<file path="config.mk">
export PLATFORM = sky130hd
export DESIGN_NAME = int2flt_conv
export DESIGN_NICKNAME = d
export VERILOG_FILES = /design/src/rtl/int2flt_pkg.sv /design/src/rtl/int2flt_lzc.sv /design/src/rtl/int2flt_norm.sv /design/src/rtl/int2flt_round.sv /design/src/rtl/int2flt_conv.sv
export SDC_FILE = /design/constraint.sdc
export NUM_CORES = 1
export LEC_CHECK = 0
export BUFFER_PORTS_ARGS = -buffer_cell sky130_fd_sc_hd__buf_2
export CORE_UTILIZATION = 57
export CTS_BUF_LIST = sky130_fd_sc_hd__clkbuf_8
export CTS_CLUSTER_DIAMETER = 60
export DETAILED_ROUTE_END_ITERATION = 6
export PLACE_DENSITY = 0.79
export SYNTH_ARGS = -nofsm -noshare
export SYNTH_HDL_FRONTEND = slang
export SYNTH_HIERARCHICAL = 1
export SYNTH_SLANG_ARGS = --single-unit
export TNS_END_PERCENT = 100
</file>
<file path="constraint.sdc">
create_clock -name clk_i -period 3.5 [get_ports clk_i]
set_clock_uncertainty 0.15 [all_clocks]
set_input_delay 0.7 -clock clk_i [delete_from_list [all_inputs] [get_ports clk_i]]
set_output_delay 0.7 -clock clk_i [all_outputs]
set_load 0.05 [all_outputs]
</file>
<file path="src/rtl/int2flt_pkg.sv">
package int2flt_pkg;
  typedef enum logic [1:0] {
    RM_NEAR = 2'b00,
    RM_ZERO = 2'b01,
    RM_DOWN = 2'b10,
    RM_UP   = 2'b11
  } rmode_e;

  typedef enum logic [1:0] {
    SP_NONE = 2'b00,
    SP_ZERO = 2'b01,
    SP_MIN  = 2'b10
  } spec_e;
endpackage

</file>
<file path="src/rtl/int2flt_lzc.sv">
module int2flt_lzc #(
  parameter int W     = 32,
  parameter int CNT_W = $clog2(W + 1)
) (
  input  logic [W-1:0]     data_i,
  output logic [CNT_W-1:0] cnt_o
);
  // priority encoder: highest set bit wins
  always_comb begin
    cnt_o = CNT_W'(W);
    for (int i = 0; i < W; i++) begin
      if (data_i[i]) cnt_o = CNT_W'(W - 1 - i);
    end
  end
endmodule

</file>
<file path="src/rtl/int2flt_norm.sv">
module int2flt_norm #(
  parameter int W     = 32,
  parameter int SIG_W = 24,
  parameter int CNT_W = $clog2(W + 1)
) (
  input  logic [W-1:0]     mag_i,
  input  logic [CNT_W-1:0] lzc_i,
  output logic [SIG_W-1:0] sig_o,
  output logic             guard_o,
  output logic             round_o,
  output logic             sticky_o
);
  localparam int LOW_W = W - SIG_W - 2;

  logic [W-1:0] shifted;

  assign shifted  = mag_i << lzc_i;
  assign sig_o    = shifted[W-1 -: SIG_W];
  assign guard_o  = shifted[W-SIG_W-1];
  assign round_o  = shifted[W-SIG_W-2];

  generate
    if (LOW_W > 0) begin : g_sticky
      assign sticky_o = |shifted[LOW_W-1:0];
    end else begin : g_no_sticky
      assign sticky_o = 1'b0;
    end
  endgenerate
endmodule

</file>
<file path="src/rtl/int2flt_round.sv">
module int2flt_round
  import int2flt_pkg::*;
#(
  parameter int SIG_W = 24,
  parameter int EXP_W = 8,
  localparam int MAN_W = SIG_W - 1
) (
  input  rmode_e           mode_i,
  input  logic             sign_i,
  input  logic [SIG_W-1:0] sig_i,
  input  logic             guard_i,
  input  logic             round_i,
  input  logic             sticky_i,
  input  logic [EXP_W-1:0] exp_i,
  output logic [MAN_W-1:0] man_o,
  output logic [EXP_W-1:0] exp_o,
  output logic             inexact_o
);
  logic           inc;
  logic [SIG_W:0] sum;
  logic           carry;

  assign inexact_o = guard_i | round_i | sticky_i;

  always_comb begin
    unique case (mode_i)
      RM_NEAR: inc = guard_i & (round_i | sticky_i | sig_i[0]);
      RM_ZERO: inc = 1'b0;
      RM_DOWN: inc = sign_i & inexact_o;
      RM_UP:   inc = ~sign_i & inexact_o;
      default: inc = 1'b0;
    endcase
  end

  assign sum   = {1'b0, sig_i} + (SIG_W+1)'(inc);
  assign carry = sum[SIG_W];
  assign man_o = carry ? sum[SIG_W-1:1] : sum[MAN_W-1:0];
  assign exp_o = exp_i + EXP_W'(carry);
endmodule

</file>
<file path="src/rtl/int2flt_conv.sv">
module int2flt_conv
  import int2flt_pkg::*;
#(
  parameter int INT_W = 32,
  parameter int EXP_W = 8,
  parameter int MAN_W = 23
) (
  input  logic                   clk_i,
  input  logic                   rst_ni,
  input  logic                   in_valid_i,
  input  logic [INT_W-1:0]       int_i,
  input  logic [1:0]             rmode_i,
  output logic                   res_valid_o,
  output logic [EXP_W+MAN_W:0]   flt_o,
  output logic                   inexact_o
);
  localparam int SIG_W = MAN_W + 1;
  localparam int OUT_W = EXP_W + MAN_W + 1;
  localparam int CNT_W = $clog2(INT_W + 1);
  localparam int BIAS  = 2 ** (EXP_W - 1) - 1;
  localparam logic [EXP_W-1:0] EXP_TOP = EXP_W'(BIAS + INT_W - 1);
  localparam logic [INT_W-1:0] INT_MIN = {1'b1, {(INT_W-1){1'b0}}};
  localparam logic [OUT_W-1:0] MIN_WORD = {1'b1, EXP_TOP, {MAN_W{1'b0}}};

  // stage 1: magnitude, lzc, specials
  logic             c1_sign;
  logic [INT_W-1:0] c1_mag;
  logic [CNT_W-1:0] c1_lzc;
  spec_e            c1_spec;

  assign c1_sign = int_i[INT_W-1];
  assign c1_mag  = c1_sign ? (~int_i + INT_W'(1)) : int_i;

  always_comb begin
    if (int_i == '0)          c1_spec = SP_ZERO;
    else if (int_i == INT_MIN) c1_spec = SP_MIN;
    else                      c1_spec = SP_NONE;
  end

  int2flt_lzc #(.W(INT_W), .CNT_W(CNT_W)) u_lzc (
    .data_i (c1_mag),
    .cnt_o  (c1_lzc)
  );

  logic             s1_valid, s1_sign;
  logic [INT_W-1:0] s1_mag;
  logic [CNT_W-1:0] s1_lzc;
  spec_e            s1_spec;
  rmode_e           s1_mode;

  always_ff @(posedge clk_i or negedge rst_ni) begin
    if (!rst_ni) begin
      s1_valid <= 1'b0;
      s1_sign  <= 1'b0;
      s1_mag   <= '0;
      s1_lzc   <= '0;
      s1_spec  <= SP_NONE;
      s1_mode  <= RM_NEAR;
    end else begin
      s1_valid <= in_valid_i;
      if (in_valid_i) begin
        s1_sign <= c1_sign;
        s1_mag  <= c1_mag;
        s1_lzc  <= c1_lzc;
        s1_spec <= c1_spec;
        s1_mode <= rmode_e'(rmode_i);
      end
    end
  end

  // stage 2: normalise, collect guard/round/sticky
  logic [SIG_W-1:0] c2_sig;
  logic             c2_g, c2_r, c2_s;
  logic [EXP_W-1:0] c2_exp;

  int2flt_norm #(.W(INT_W), .SIG_W(SIG_W), .CNT_W(CNT_W)) u_norm (
    .mag_i    (s1_mag),
    .lzc_i    (s1_lzc),
    .sig_o    (c2_sig),
    .guard_o  (c2_g),
    .round_o  (c2_r),
    .sticky_o (c2_s)
  );

  assign c2_exp = EXP_TOP - EXP_W'(s1_lzc);

  logic             s2_valid, s2_sign, s2_g, s2_r, s2_s;
  logic [SIG_W-1:0] s2_sig;
  logic [EXP_W-1:0] s2_exp;
  spec_e            s2_spec;
  rmode_e           s2_mode;

  always_ff @(posedge clk_i or negedge rst_ni) begin
    if (!rst_ni) begin
      s2_valid <= 1'b0;
      s2_sign  <= 1'b0;
      s2_sig   <= '0;
      s2_g     <= 1'b0;
      s2_r     <= 1'b0;
      s2_s     <= 1'b0;
      s2_exp   <= '0;
      s2_spec  <= SP_NONE;
      s2_mode  <= RM_NEAR;
    end else begin
      s2_valid <= s1_valid;
      if (s1_valid) begin
        s2_sign <= s1_sign;
        s2_sig  <= c2_sig;
        s2_g    <= c2_g;
        s2_r    <= c2_r;
        s2_s    <= c2_s;
        s2_exp  <= c2_exp;
        s2_spec <= s1_spec;
        s2_mode <= s1_mode;
      end
    end
  end

  // normal path: leading one must sit at the top of the significand
  p_norm_msb_r5: assert property (@(posedge clk_i) disable iff (!rst_ni)
    (s2_valid && s2_spec == SP_NONE) |-> s2_sig[SIG_W-1]);

  // stage 3: round and pack
  logic [MAN_W-1:0] c3_man;
  logic [EXP_W-1:0] c3_exp;
  logic             c3_inx;

  int2flt_round #(.SIG_W(SIG_W), .EXP_W(EXP_W)) u_round (
    .mode_i    (s2_mode),
    .sign_i    (s2_sign),
    .sig_i     (s2_sig),
    .guard_i   (s2_g),
    .round_i   (s2_r),
    .sticky_i  (s2_s),
    .exp_i     (s2_exp),
    .man_o     (c3_man),
    .exp_o     (c3_exp),
    .inexact_o (c3_inx)
  );

  always_ff @(posedge clk_i or negedge rst_ni) begin
    if (!rst_ni) begin
      res_valid_o <= 1'b0;
      flt_o       <= '0;
      inexact_o   <= 1'b0;
    end else begin
      res_valid_o <= s2_valid;
      if (s2_valid) begin
        unique case (s2_spec)
          SP_ZERO: begin flt_o <= '0;       inexact_o <= 1'b0; end
          SP_MIN:  begin flt_o <= MIN_WORD; inexact_o <= 1'b0; end
          default: begin
            flt_o     <= {s2_sign, c3_exp, c3_man};
            inexact_o <= c3_inx;
          end
        endcase
      end
    end
  end

  p_sign_follow_r4: assert property (@(posedge clk_i) disable iff (!rst_ni)
    res_valid_o |-> flt_o[OUT_W-1] == $past(int_i[INT_W-1], 3));

  p_valid_chain_r1: assert property (@(posedge clk_i) disable iff (!rst_ni)
    res_valid_o |-> $past(s1_valid, 2));

  p_exp_window_r5: assert property (@(posedge clk_i) disable iff (!rst_ni)
    (res_valid_o && flt_o != '0) |->
      (flt_o[OUT_W-2 -: EXP_W] >= EXP_W'(BIAS) && flt_o[OUT_W-2 -: EXP_W] <= EXP_TOP));

  p_zero_exact_r2: assert property (@(posedge clk_i) disable iff (!rst_ni)
    (res_valid_o && flt_o == '0) |-> !inexact_o);
endmodule

</file>
# Word level (Yosys, flattened, before mapping)
# Cells that the tools add are included.
# word_totals
register_bits	119
input_bits	37
elab_cells	81
# classes
add_sub_neg	4
eq_ne	6
shift	1
n_mux	39
bitwise	9
n_reduce_logical	4
# ops
op	n
$mux W6	32
$pmux W32 S2	1
$add A32 B1 Y32 const B	1
$eq A32 B32 Y1 const B	1
$logic_not A32 Y1	1
$mux W32	1
$not A32 Y32	1
$shl A32 B6 Y32	1
$add A24 B1 Y25	1
$mux W23	1
$add A8 B1 Y8	1
$sub A8 B6 Y8 const A	1
$eq A2 B2 Y1 const B	3
$reduce_or A6 Y1	1
$eq A2 B1 Y1 const B	2
$mux W2	2
$or A1 B1 Y1	4
$pmux W1 S4	1
$and A1 B1 Y1	3
$logic_not A2 Y1	1
$reduce_or A2 Y1	1
$mux W1	1
$not A1 Y1	1

# Longest topological paths before layout
# depth
depth_word	35
depth_mapped	16
depth_no_buf	15

# Hierarchy
# The synthesis kept the hierarchy.
# by_module_without_submodules
module	n_inst	cells_per_inst	area_each_um2	seq_area_each_um2
int2flt_conv	1	478	5345.1	2977.9
int2flt_norm	1	214	2200.9	0.0
int2flt_round	1	132	820.8	0.0
int2flt_lzc	1	65	367.9	0.0

# Least setup slack after synthesis
# No wires, ideal clock.
# synth_timing
path_kind	input to register
startpoint	input int_i[15]
endpoint	register s1_lzc[1]
arrival_ns	3.562
required_time_ns	3.285
path_slack_ns	-0.277
stages	12
n_path_buf	2
path_cell_list	or4_1 or2_1 buf_6 or4_1 buf_2 o21a_1 xor2_1 o31ai_1 or4_1 nor3_1 a21o_1 mux2_2
# synth_via
elab_cells_between_ends	20
classes_between	add/sub (1); mux (18); bitwise (1)
# synth_rtl
item	line	rtl
start, declared	int2flt_conv.sv:11	input logic [INT_W-1:0] int_i,
$not A32 Y32	int2flt_conv.sv:32	assign c1_mag = c1_sign ? (~int_i + INT_W'(1)) : int_i;
$add A32 B1 Y32	int2flt_conv.sv:32	
$mux W32	int2flt_conv.sv:32	
net c1_mag[28]	int2flt_conv.sv:27	logic [INT_W-1:0] c1_mag;
$mux W6 (4 in a row)	int2flt_lzc.sv:12	if (data_i[i]) cnt_o = CNT_W'(W - 1 - i);
net c1_lzc[1]	int2flt_conv.sv:28	logic [CNT_W-1:0] c1_lzc;
end signal, assigned	int2flt_conv.sv:64	s1_lzc <= c1_lzc;
end, declared	int2flt_conv.sv:47	logic [CNT_W-1:0] s1_lzc;
# The timed path passes the listed nets, and every way through them passes these cells.
# A chain may end at the register's enable or synchronous reset.

# Worst setup path after layout
# layout_timing
startpoint	register s2_sign
endpoint	register flt_o[30]
# layout_via
elab_chain_cells	6
elab_cells_between_ends	7
classes_between	add/sub (2); mux (2); bitwise (3)
# layout_rtl
item	line	rtl
start, declared	int2flt_conv.sv:87	logic s2_valid, s2_sign, s2_g, s2_r, s2_s;
start signal, assigned	int2flt_conv.sv:107	s2_sign <= s1_sign;
$not A1 Y1	int2flt_round.sv:30	RM_UP: inc = ~sign_i & inexact_o;
$and A1 B1 Y1	int2flt_round.sv:30	
$pmux W1 S4 (*)	int2flt_round.sv:26	unique case (mode_i)
$add A24 B1 Y25 (*)	int2flt_round.sv:35	assign sum = {1'b0, sig_i} + (SIG_W+1)'(inc);
$add A8 B1 Y8 (*)	int2flt_round.sv:38	assign exp_o = exp_i + EXP_W'(carry);
net c3_exp[7]	int2flt_conv.sv:125	logic [EXP_W-1:0] c3_exp;
$pmux W32 S2 (*)	int2flt_conv.sv:149	unique case (s2_spec)
end signal, assigned	int2flt_conv.sv:153	flt_o <= {s2_sign, c3_exp, c3_man};
end, declared	int2flt_conv.sv:14	output logic [EXP_W+MAN_W:0] flt_o,
# Mark *: on every way through the listed nets, which the timed path passes. The rest lies on a longest branch.

==> impl_results.md <==
* Remaining max-slew budget at the tightest pin at 37.16%
* DIE HEIGHT at 125.8 um
* Multi-input combinational cell area at 5339 um2
* Hpwl dp at 16.65 mm
* Setup bufs post-CTS at 0
* Clock network latency to the later pin of the worst-skew pair at 0.45 ns
* Mean post-synth cell area at 9.825 um2
* Multiplexer area fraction after synthesis at 24.21%
* Total number of H-tree levels at 4
* Antenna cell count at 0
* Total negative setup slack at 0 ns
* Total core area at 14750 um2
* Via count of the first global-routing pass at 7669
* Start-to-end type of the worst setup path: reg2reg
* Clock period minus final worst setup slack at 3.402 ns
* Drt pass-1 iters at 6
* Final worst-path cycle share at 97.20%
* Number of pins exceeding their max-slew limit in the final report at 0
* Worst path required time at 3.64 ns
* Maximum frequency from static timing analysis at 293.9 MHz
* Total number of nets in the final design at 1060
* Most frequently used flop master after synthesis: dfrtp_1
* Startpoint type of the worst setup path: flip-flop
* Final global-route overflow total at 0
* Delay of the slowest cell on the worst path at 0.62 ns
* Post-synthesis cell area at 8735 um2
* Die area at 15820 um2
* Register clock-pin slew on the reported worst setup and hold paths at 0.08 ns
* Synthesized Nets at 933
* Number of top-level pins at 71
* Maximum number of pins on one net before global-route repair at 68
* Count of yosys warnings during synthesis at 6
* CTS buffer count at 17
* Global routing usage summed across all routing layers at 30.25%
* Number of vias per cell after detailed routing at 6.454
* Buffers from clock root to sink, at most at 2
* Cell-by-cell trace of the critical path: nand2b_4 -> xnor2_2 -> nor3_2 -> ha_2 -> ha_2 -> nand4_1 -> or4_4 -> nor2_4 -> ha_4 -> nand3_2 -> nor2_2 -> nand3_1 -> xnor2_1 -> a21oi_1 -> a21oi_1
* Status: completed
* Max_cap viols at 0
* Arrival time at the worst endpoint at 3.54 ns
* Worst VDD drop at 0.3294 mV
* Count of endpoints failing hold in the final timing report at 0
* Total Wirelength at 22.87 mm
* Final instance area at 10240 um2
* Hold buffer count at cts at 0
* Maximum net fanout on the critical path at 3
* Area fraction in compound gates after synthesis at 11.90%
* Area delta synth->final at 17.26%
* Parity-gate share of the synthesized area counting xor and xnor cells at 5.114%
* Final weighted congestion in routability-driven placement at 0.9324
* Leakage power at 4.315 nW
* Vias after detailed routing at 7829
* Number of flip-flops and latches in the synthesized netlist at 119
* Count of fill cells added during filler insertion at 1115
* Clock Root Buffer: clkbuf_8
* First-pass GRT wire length at 38.07 mm
* Adder-Cell Fraction of Synth Area at 1.003%
* Antenna violations before repair at 0
* # port buffers at 70
* Largest family of logic cells by synthesized area: multiplexers
* Die span in x at 125.8 um
* Simple-gate portion of the synthesized area at 17.91%
* Starting Density at 59.20%
* Sink count of the clock tree at 119
* DRC at 0
* Routed wire per std cell at 18.85 um
* Initial DRC count at 742
* Async set-reset flop share out of synthesis at 100.0%
* Final number of setup-violating endpoints at 0
* CTS tree: built
* Sequential cell area fraction in the yosys report at 34.09%
* Critical path's slowest cell: or4_4
* Count of flip-flops with a built-in enable after synthesis at 0
* Power density normalized to cell area at 584.3 nW/um2
* Ratio of cells with drive above 1 in the final layout at 32.94%
* Library cells used by synthesis at 76
* Post-synthesis cell count at 889
* Worst-Margin Slew at 0.9427 ns
* Sequential cell area at 2982 um2
* Kind of capture point of the worst setup path: flip-flop
* Placed inst area at 9738 um2
* Post-detailed-route count of antenna-violating nets at 0
* Floorplan row count at 44
* Worst hold path class: in2async
## where the power goes
| part | internal [mW] | switching, mW | total [mW] |
|---|---|---|---|
| Sequential | 1.71 | 0.451 | 2.16 |
| Combinational | 1.08 | 1.39 | 2.47 |
| Clock | 0.757 | 0.597 | 1.35 |
| Total | 3.54 | 2.44 | 5.98 |
## path summary, 6_finish.rpt
path                       cells after the start  startpoint  slack [ns]         end
max                                           15     s2_sign         0.1   flt_o[30]
min                                            1      rst_ni         0.1   s2_sig[1]
max reg2reg                                   15     s2_sign         0.1   flt_o[30]
min reg2reg                                    1  s1_spec[1]        0.35  s1_spec[1]
max in group asynchronous                      2      rst_ni        2.34    s2_valid
min in group clk_i                             2  rmode_i[1]        0.33  s1_mode[1]
## metrics by stage
step / hold slack [ns] / power (mW) / util (%) / worst slack [ns] / cells
after floorplan: 0.2019 / 3.884 / - / -0.2329 / 889
after global placement: 0.3196 / 4.520 / 66.00 / -0.2685 / 1181
after detailed placement: 0.3354 / 4.593 / 66.00 / -0.3159 / 1181
after CTS: 0.1180 / 5.937 / 68.97 / 0.05209 / 1213
after global routing: 0.1437 / 6.290 / 69.42 / -0.01131 / 1213
final: 0.09622 / 5.985 / 69.42 / 0.09802 / 1213
## cells in the mapped netlist, drive strengths merged, types with 8 or more instances
library cell | instances | area [um2]
a21oi | 33 | 172.7
a31oi | 10 | 62.56
and3 | 8 | 50.05
buf | 25 | 195.2
clkbuf | 30 | 117.6
dfrtp | 119 | 2978
inv | 49 | 183.9
mux2 | 87 | 987.2
mux2i | 14 | 140.1
mux4 | 41 | 987.2
nand2 | 55 | 206.5
nand3 | 54 | 270.3
nand4 | 14 | 108.9
nor2 | 68 | 255.2
nor2b | 12 | 75.07
nor3 | 19 | 95.09
nor4 | 18 | 112.6
o21ai | 54 | 270.3
o22ai | 8 | 50.05
o31ai | 13 | 97.59
or3 | 12 | 76.33
or4 | 15 | 118.9
xnor2 | 42 | 367.9
xor2 | 9 | 78.83
## flip-flops by register name, summed over array words and instances (netlist names), 6 cells and up
| register | cells |
|---|---|
| flt_o | 32 |
| s1_lzc | 6 |
| s1_mag | 32 |
| s2_exp | 8 |
| s2_sig | 24 |
## cells in the final DEF (no fill, tap or decap), types with 5 or more instances in the layout
master    count
buf_4        92
nor2_1       65
mux2_2       85
clkbuf_8     20
mux4_1       17
or4_1        10
nand2_1      55
o21ai_0      48
or3_1        11
nand4_1      12
nor3_1       17
a22oi_1       5
dfrtp_1     116
o221ai_1      5
nor4_1       18
o41ai_1       5
a31oi_1      10
nor2b_1      12
o21ai_1       5
xor2_1        8
a21oi_1      31
o22ai_1       8
buf_2        69
mux2i_1      14
xnor2_1      41
and3_1        8
o31ai_1      13
inv_1        50
mux4_2       24
a211oi_1      5
nand3_1      52
## critical path: cells and delay by family (launching register included)
kind                     cells  cell delay, ns
AND/OR/NAND/NOR              8            1.61
AO/OA/AOI/OAI                2            0.24
flip-flops                   1            0.39
adder cells (fa/ha/maj)      3            0.58
XOR/XNOR                     2            0.28
## what timing repair did
action | CTS | global route
pin swaps | 3 | 6
endpoints found under the setup margin | 4 | 5
gates resized for setup | 5 | 15
## final cells by class
type | instances | area share (%)
well taps | 184 | 2.248
clock buffers | 20 | 2.688
clock inverters | 12 | 1.454
multi-input cells | 664 | 52.13
repair buffers | 163 | 10.51
inverters | 51 | 1.869
flip-flops and latches | 119 | 29.11
## metal layers
| metal | wire, um | GRT usage [%] |
|---|---|---|
| met4 | 708 | 12.54 |
| met3 | 1527 | 5.268 |
| met5 | 0 | 0 |
| met1 | 9482 | 40.45 |
| met2 | 11150 | 49.02 |
## cells by family (layout without fill, tap and decap cells)
| group | after synthesis | in the layout |
|---|---|---|
| AND/OR/NAND/NOR | 301 | 301 |
| AO/OA/AOI/OAI | 163 | 163 |
| multiplexers | 142 | 142 |
| flip-flops | 119 | 119 |
| buffers and inverters | 106 | 246 |
| XOR/XNOR | 51 | 51 |
| adder cells (fa/ha/maj) | 7 | 7 |
No activity file was read; power rests on OpenSTA's default activity.
